File: src/rtl/cic_gain_pkg.sv
package cic_gain_pkg;
    localparam int CIC_ORDER = 5;
    localparam int DEC_W     = 6;
    localparam int GREG_W    = 4;
    localparam int GPIN_W    = 3;
    localparam int SHIFT_MAX = 15;
    localparam int SHIFT_W   = 4;
    localparam int SUM_W     = GREG_W + 1;
    localparam int MIN_RATIO = 4;

    // effective decimation ratio: small settings are raised to the minimum
    function automatic logic [DEC_W-1:0] eff_ratio(input logic [DEC_W-1:0] d);
        return (d < DEC_W'(MIN_RATIO)) ? DEC_W'(MIN_RATIO) : d;
    endfunction

    // saturating sum of programmed and per-sample shift
    function automatic logic [SHIFT_W-1:0] sat_shift(input logic [GREG_W-1:0] r,
                                                     input logic [GPIN_W-1:0] p);
        logic [SUM_W-1:0] s;
        s = {1'b0, r} + SUM_W'(p);
        return (s > SUM_W'(SHIFT_MAX)) ? SHIFT_W'(SHIFT_MAX) : s[SHIFT_W-1:0];
    endfunction
endpackage

File: src/rtl/cic_pre_shift.sv
module cic_pre_shift
    import cic_gain_pkg::*;
#(
    parameter int IN_W = 12,
    parameter int SH_W = IN_W + SHIFT_MAX
) (
    input  logic                    clk,
    input  logic                    rst_n,
    input  logic                    in_valid,
    input  logic signed [IN_W-1:0]  in_data,
    input  logic [GPIN_W-1:0]       gain_pin,
    input  logic [GREG_W-1:0]       shift_gain,
    output logic                    sh_valid,
    output logic [SH_W-1:0]         sh_data
);
    typedef struct packed {
        logic            valid;
        logic [SH_W-1:0] data;
    } sh_state_t;

    sh_state_t state_d, state_q;
    logic [SHIFT_W-1:0] amt;
    logic [SH_W-1:0]    stg [SHIFT_W+1];

    assign amt    = sat_shift(shift_gain, gain_pin);
    assign stg[0] = {{(SH_W-IN_W){in_data[IN_W-1]}}, in_data};

    // logarithmic barrel shifter, one layer per bit of the amount
    for (genvar g = 0; g < SHIFT_W; g++) begin : g_layer
        assign stg[g+1] = amt[g] ? (stg[g] << (2**g)) : stg[g];
    end

    always_comb begin
        state_d       = state_q;
        state_d.valid = in_valid;
        if (in_valid) begin
            state_d.data = stg[SHIFT_W];
        end
    end

    always_ff @(posedge clk or negedge rst_n) begin
        if (!rst_n) state_q <= '0;
        else        state_q <= state_d;
    end

    assign sh_valid = state_q.valid;
    assign sh_data  = state_q.data;
endmodule

File: src/rtl/cic_integ_chain.sv
module cic_integ_chain
    import cic_gain_pkg::*;
#(
    parameter int SH_W  = 27,
    parameter int ACC_W = SH_W + CIC_ORDER * DEC_W
) (
    input  logic              clk,
    input  logic              rst_n,
    input  logic              sh_valid,
    input  logic [SH_W-1:0]   sh_data,
    input  logic              bypass,
    input  logic [DEC_W-1:0]  decim,
    output logic              fire,
    output logic [ACC_W-1:0]  last_sum
);
    typedef struct packed {
        logic [CIC_ORDER-1:0][ACC_W-1:0] acc;
        logic [DEC_W-1:0]                cnt;
    } integ_state_t;

    integ_state_t     state_d, state_q;
    logic [ACC_W-1:0] feed;
    logic [DEC_W-1:0] ratio;
    logic             step;

    assign ratio = eff_ratio(decim);
    assign step  = sh_valid && !bypass;

    always_comb begin
        state_d = state_q;
        fire    = 1'b0;
        feed    = {{(ACC_W-SH_W){sh_data[SH_W-1]}}, sh_data};
        if (step) begin
            for (int k = 0; k < CIC_ORDER; k++) begin
                state_d.acc[k] = state_q.acc[k] + feed;
                feed           = state_d.acc[k];
            end
            if (state_q.cnt >= ratio - DEC_W'(1)) begin
                fire        = 1'b1;
                state_d.cnt = '0;
            end else begin
                state_d.cnt = state_q.cnt + DEC_W'(1);
            end
        end
    end

    always_ff @(posedge clk or negedge rst_n) begin
        if (!rst_n) state_q <= '0;
        else        state_q <= state_d;
    end

    assign last_sum = state_d.acc[CIC_ORDER-1];
endmodule

File: src/rtl/cic_comb_chain.sv
module cic_comb_chain
    import cic_gain_pkg::*;
#(
    parameter int SH_W  = 27,
    parameter int ACC_W = SH_W + CIC_ORDER * DEC_W
) (
    input  logic              clk,
    input  logic              rst_n,
    input  logic              fire,
    input  logic [ACC_W-1:0]  int_sum,
    input  logic              byp_valid,
    input  logic [SH_W-1:0]   sh_data,
    output logic              out_valid,
    output logic [ACC_W-1:0]  out_data
);
    typedef struct packed {
        logic [CIC_ORDER-1:0][ACC_W-1:0] dly;
        logic                            valid;
        logic [ACC_W-1:0]                data;
    } comb_state_t;

    comb_state_t      state_d, state_q;
    logic [ACC_W-1:0] run;

    always_comb begin
        state_d       = state_q;
        state_d.valid = 1'b0;
        run           = int_sum;
        if (fire) begin
            for (int k = 0; k < CIC_ORDER; k++) begin
                state_d.dly[k] = run;
                run            = run - state_q.dly[k];
            end
            state_d.valid = 1'b1;
            state_d.data  = run;
        end else if (byp_valid) begin
            state_d.valid = 1'b1;
            state_d.data  = {sh_data, {(ACC_W-SH_W){1'b0}}};
        end
    end

    always_ff @(posedge clk or negedge rst_n) begin
        if (!rst_n) state_q <= '0;
        else        state_q <= state_d;
    end

    assign out_valid = state_q.valid;
    assign out_data  = state_q.data;
endmodule

File: src/rtl/cic_gain_decim.sv
module cic_gain_decim
    import cic_gain_pkg::*;
#(
    parameter  int IN_W  = 12,
    localparam int SH_W  = IN_W + SHIFT_MAX,
    localparam int ACC_W = SH_W + CIC_ORDER * DEC_W
) (
    input  logic                   clk,
    input  logic                   rst_n,
    input  logic [GREG_W-1:0]      shift_gain,
    input  logic [DEC_W-1:0]       decim,
    input  logic                   bypass,
    input  logic                   in_valid,
    input  logic signed [IN_W-1:0] in_data,
    input  logic [GPIN_W-1:0]      gain_pin,
    output logic                   out_valid,
    output logic [ACC_W-1:0]       out_data
);
    logic             sh_valid;
    logic [SH_W-1:0]  sh_data;
    logic             fire;
    logic [ACC_W-1:0] last_sum;
    logic             byp_valid;

    cic_pre_shift #(.IN_W(IN_W), .SH_W(SH_W)) u_shift (
        .clk        (clk),
        .rst_n      (rst_n),
        .in_valid   (in_valid),
        .in_data    (in_data),
        .gain_pin   (gain_pin),
        .shift_gain (shift_gain),
        .sh_valid   (sh_valid),
        .sh_data    (sh_data)
    );

    cic_integ_chain #(.SH_W(SH_W), .ACC_W(ACC_W)) u_integ (
        .clk      (clk),
        .rst_n    (rst_n),
        .sh_valid (sh_valid),
        .sh_data  (sh_data),
        .bypass   (bypass),
        .decim    (decim),
        .fire     (fire),
        .last_sum (last_sum)
    );

    assign byp_valid = sh_valid && bypass;

    cic_comb_chain #(.SH_W(SH_W), .ACC_W(ACC_W)) u_comb (
        .clk       (clk),
        .rst_n     (rst_n),
        .fire      (fire),
        .int_sum   (last_sum),
        .byp_valid (byp_valid),
        .sh_data   (sh_data),
        .out_valid (out_valid),
        .out_data  (out_data)
    );
endmodule

File: config.mk
export PLATFORM = sky130hd
export DESIGN_NAME = cic_gain_decim
export DESIGN_NICKNAME = d
export VERILOG_FILES = /design/src/rtl/cic_gain_pkg.sv /design/src/rtl/cic_pre_shift.sv /design/src/rtl/cic_integ_chain.sv /design/src/rtl/cic_comb_chain.sv /design/src/rtl/cic_gain_decim.sv
export SDC_FILE = /design/constraint.sdc
export NUM_CORES = 2
export LEC_CHECK = 0
export ABC_AREA = 1
export BUFFER_PORTS_ARGS = -buffer_cell sky130_fd_sc_hd__buf_2
export CAP_MARGIN = 25
export CORE_ASPECT_RATIO = 0.5
export CORE_UTILIZATION = 60
export CTS_CLUSTER_SIZE = 20
export DETAILED_ROUTE_END_ITERATION = 6
export GPL_TIMING_DRIVEN = 0
export PLACE_DENSITY = 0.81
export SLEW_MARGIN = 30
export SYNTH_ARGS = -nofsm -noshare
export SYNTH_HDL_FRONTEND = slang
export SYNTH_SLANG_ARGS = --single-unit
File: constraint.sdc
create_clock -name clk -period 38.9 [get_ports clk]
set_clock_uncertainty 0.1 [all_clocks]
set_input_delay 5.835 -clock clk [delete_from_list [all_inputs] [get_ports clk]]
set_output_delay 5.835 -clock clk [all_outputs]
set_load 0.1 [all_outputs]
==> run summary <==
The flow ran to the end, and the final reports show no timing, DRC or antenna violations. The number of pins exceeding their max-slew limit in the final report was 0; the relative area change from synthesis to final layout was 8.32%. TritonCTS built the clock tree. The worst path in the final design needs a cycle of 19.88 ns, including I/O delays and setup.

Starting density of the core: 0.607. The most repeated library cell on the critical path is sky130_fd_sc_hd__nand2_1. The tools report the buffer cell driving the clock tree root as sky130_fd_sc_hd__clkbuf_16.

The startpoint identified for the worst hold timing path is u_integ.state_q[63]. After synthesis, the most frequently instantiated cells are sky130_fd_sc_hd__nand2_1, sky130_fd_sc_hd__inv_1, sky130_fd_sc_hd__a21oi_1, sky130_fd_sc_hd__dfrtp_1, sky130_fd_sc_hd__o21ai_0. Filler cell count: 8081.

End of the worst register-to-register path: u_comb.out_data[56]. The post-route antenna net violation count was 0. The number of H-tree levels is 3. For the required arrival time at the worst endpoint, the log shows 39.41 ns.

Clock-pin slew was measured on the worst setup and hold paths at 0.07 ns. Number of endpoints with negative hold slack in the final report: 0. The post-synthesis share of cell area spent on full adders, half adders and majority gates is 0.134. Along the worst path, the maximum fanout reaches 6. The cell with the largest stage delay on the worst path is sky130_fd_sc_hd__o31ai_1.

The detailed placer's ending HPWL was 136000 µm; the number of detailed-route iterations in the first pass was 6. The setup TNS is 0 ns, and the yosys synthesis warning count is 0. The average wire per cell in the routed design works out to 18.6 µm. Synthesis produced a netlist whose cell count is 7655. In this run, synthesis produced a sequential element count of 662. For the critical path data arrival time, the log shows 20.39 ns. In this run the core area contains 78 standard-cell rows. For this run, design rule violations remaining after detail routing come to 0.

On the worst path, the slowest cell contributes a delay of 0.83 ns. The number of sinks on the clock net was 662. The dominant register cell in the synthesized netlist is sky130_fd_sc_hd__dfrtp_1.

By startpoint and endpoint, the worst setup path is classified as register to register. Setup repair after global routing left no endpoint under its margin. Counting the buffers created by CTS gives 69. Net count after synthesis: 8269. After clock tree synthesis, the setup repair step added 0 buffers.

The area taken by flip-flops and latches came out at 16600 µm². The congestion estimate from routability-driven global placement came to 0.978. The XOR/XNOR share of the synthesized area was 0.0790; the overall routing resource usage was 0.360. After synthesis, the largest family of logic cells by area is simple AND/OR/NAND/NOR gates. The first global-routing pass estimated 265000 µm of wire. STA classifies the critical path endpoint as a register. The die is 431 µm wide.

The initial antenna violation count is 4. The worst hold path terminates at u_integ.state_q[63]. After synthesis, the netlist uses 76 different library cells. The proportion of synthesized flip-flops having asynchronous set or reset works out to 1.00. The tools report the reg-to-reg startpoint as u_shift.sh_data[0].

The relative slew slack is 0.273. The initial DRC count was 6122; the share of synthesized cell area in and, or, nand and nor gates was 0.207. Entering global routing, the biggest net connects 87 pins. The routed design has 170000 µm of wire. The compound-gate portion of the synthesized area is 0.192. The worst setup path is launched from a register. The routed via count divided by cell count was 5.81; the cell depth of the worst flop-to-flop path was 95. Derived from the worst setup path, the maximum achievable clock frequency is 0.0503 GHz. The logs give 93300 µm² for the area enclosed by the die boundary and 8434 for the count of nets after finishing. For this design the top-level I/O count stands at 87.

The placeable core region was 90900 µm²; the global-route congestion overflow total was 0. The most frequent cell after synthesis was sky130_fd_sc_hd__nand2_1. The count of inserted antenna diode cells was 0; the clock insertion delay at the later pin of the skew report was 0.69 ns.

The share of Yosys cell area claimed by the top area cell type came out at 0.300. The tools report the setup slack on the worst flop-to-flop path as 19.02 ns. The mux share of post-synthesis cell area came out at 0.00218.

Setup violations remaining at the end of the flow were counted as 0. At the pin with the least slew margin, the transition time is 1.09 ns. The logs give 33900 µm² for the area of the multi-input gates and 0 for the number of instances resized during post-cts repair. For the synthesized area, the log shows 55200 µm². Layout cell share with drive strength beyond 1: 0.0551. The biggest area contributor in the post-synthesis netlist is sky130_fd_sc_hd__dfrtp_1. Share of synthesized area occupied by flip-flops and latches: 0.300. The die outline height works out to 216 µm. Maximum clock path buffer count: 3. Buffers placed on the I/O ports in this run total 86. The tool flagged a number of max-cap violations equal to 0. Yosys attributes the largest share of cell area to sky130_fd_sc_hd__dfrtp_1, sky130_fd_sc_hd__nand2_1, sky130_fd_sc_hd__ha_1, sky130_fd_sc_hd__inv_1, sky130_fd_sc_hd__a21oi_1. The path class of the lowest-slack min-delay path is register to register. The number of hold buffers added after cts is 0. The worst hold path passes through 2 cells. The post-route clock period utilization was 0.511; the number of flops mapped to enable cells by yosys was 0. Detailed routing inserted a total of 52900 vias. Via count of the first global-routing pass: 47900. The average instance area after synthesis was 7.21 µm².
[per-layer routing]
metal,routed length (µm),global-route usage,share of wire
met5,0,0,0
met1,83800,0.586,0.49
met2,63100,0.470,0.37
met4,2640,0.0648,0.016
met3,20200,0.0894,0.12
[critical path, delay by kind of cell, from the launching register on]
family	cells	cell delay, ns
XOR/XNOR	8	3.16
AND/OR/NAND/NOR	38	5.01
adder cells (fa/ha/maj)	11	3.98
AO/OA/AOI/OAI	27	6.29
buffers and inverters	11	0.77
flip-flops	1	0.44
[worst max path at each step]
stage / startpoint / endpoint / slack, ns / cells after the start
2_1_floorplan: bypass / u_comb.out_data[55] / 23.67 / 59
3_5_place_dp: bypass / u_comb.out_data[56] / 19.39 / 66
3_3_place_gp: rst_n / u_comb.state_q[108] / 17.50 / 1
5_1_grt: u_shift.sh_data[0] / u_comb.out_data[56] / 17.53 / 97
4_1_cts: u_shift.sh_data[0] / u_comb.out_data[56] / 19.84 / 97
6_report: u_shift.sh_data[0] / u_comb.out_data[56] / 19.02 / 95
[cells by family (layout without fill, tap and decap cells)]
group,count (synthesis),after routing
AND/OR/NAND/NOR,2873,2873
buffers and inverters,1174,1393
XOR/XNOR,498,498
adder cells (fa/ha/maj),585,585
AO/OA/AOI/OAI,1851,1851
flip-flops,662,662
multiplexers,12,12
[cell usage in the layout (no fill, tap or decap), types with 13 or more instances in the layout]
master                         n
sky130_fd_sc_hd__nand2_1    2060
sky130_fd_sc_hd__buf_1        16
sky130_fd_sc_hd__a21oi_2      24
sky130_fd_sc_hd__o21ai_0     622
sky130_fd_sc_hd__o21a_1       54
sky130_fd_sc_hd__nor2_1      489
sky130_fd_sc_hd__clkbuf_2     13
sky130_fd_sc_hd__xor2_1      321
sky130_fd_sc_hd__a31oi_1     113
sky130_fd_sc_hd__ha_1        574
sky130_fd_sc_hd__a21oi_1     687
sky130_fd_sc_hd__nand2_2      16
sky130_fd_sc_hd__a211oi_1     14
sky130_fd_sc_hd__o21bai_1     20
sky130_fd_sc_hd__clkbuf_16    70
sky130_fd_sc_hd__inv_1       959
sky130_fd_sc_hd__dfrtp_1     661
sky130_fd_sc_hd__buf_2        85
sky130_fd_sc_hd__o211ai_1     44
sky130_fd_sc_hd__nand4_1      34
sky130_fd_sc_hd__xnor2_1     177
sky130_fd_sc_hd__nand3_2      13
sky130_fd_sc_hd__o221ai_1     31
sky130_fd_sc_hd__clkbuf_1    115
sky130_fd_sc_hd__a21o_1       33
sky130_fd_sc_hd__o21ai_2      27
sky130_fd_sc_hd__buf_4        57
sky130_fd_sc_hd__o21ai_1      60
sky130_fd_sc_hd__nand3_1     149
sky130_fd_sc_hd__clkinv_2     17
sky130_fd_sc_hd__o31ai_1      18
sky130_fd_sc_hd__a21boi_1     15
sky130_fd_sc_hd__nor3_1       48
sky130_fd_sc_hd__or2_2        17
[per-stage QoR]
step / worst slack [ns] / instances / utilization / area [µm²] / hold slack, ns
finish: 19.02 / 9114 / 0.658 / 59800 / 0.376
global route: 17.53 / 9114 / 0.658 / 59800 / 0.398
CTS: 19.84 / 9114 / 0.658 / 59800 / 0.382
detailed placement: 19.39 / 8989 / 0.632 / 57400 / 0.365
global placement: 17.50 / 8981 / 0.629 / 57200 / 0.360
floorplan: 23.67 / 7655 / - / 55200 / 0.346
[final cells by class]
cell class	count	area share
Tap cell	1240	0.0260
Inverter	967	0.0607
Clock buffer	82	0.0314
Sequential cell	662	0.277
Buffer	207	0.0183
Clock inverter	43	0.00804
Timing Repair Buffer	94	0.0111
Multi-Input combinational cell	5819	0.567
[flip-flops by register name, summed over array words and instances, names as in the netlist]
name              flops
u_shift.sh_data      27
u_comb.state_q      285
u_integ.state_q     291
u_shift.sh_valid      1
u_comb.out_valid      1
u_comb.out_data      57
Power is not shown: default switching activity piles up to over one toggle a cycle in this logic, so the estimate is an artifact.
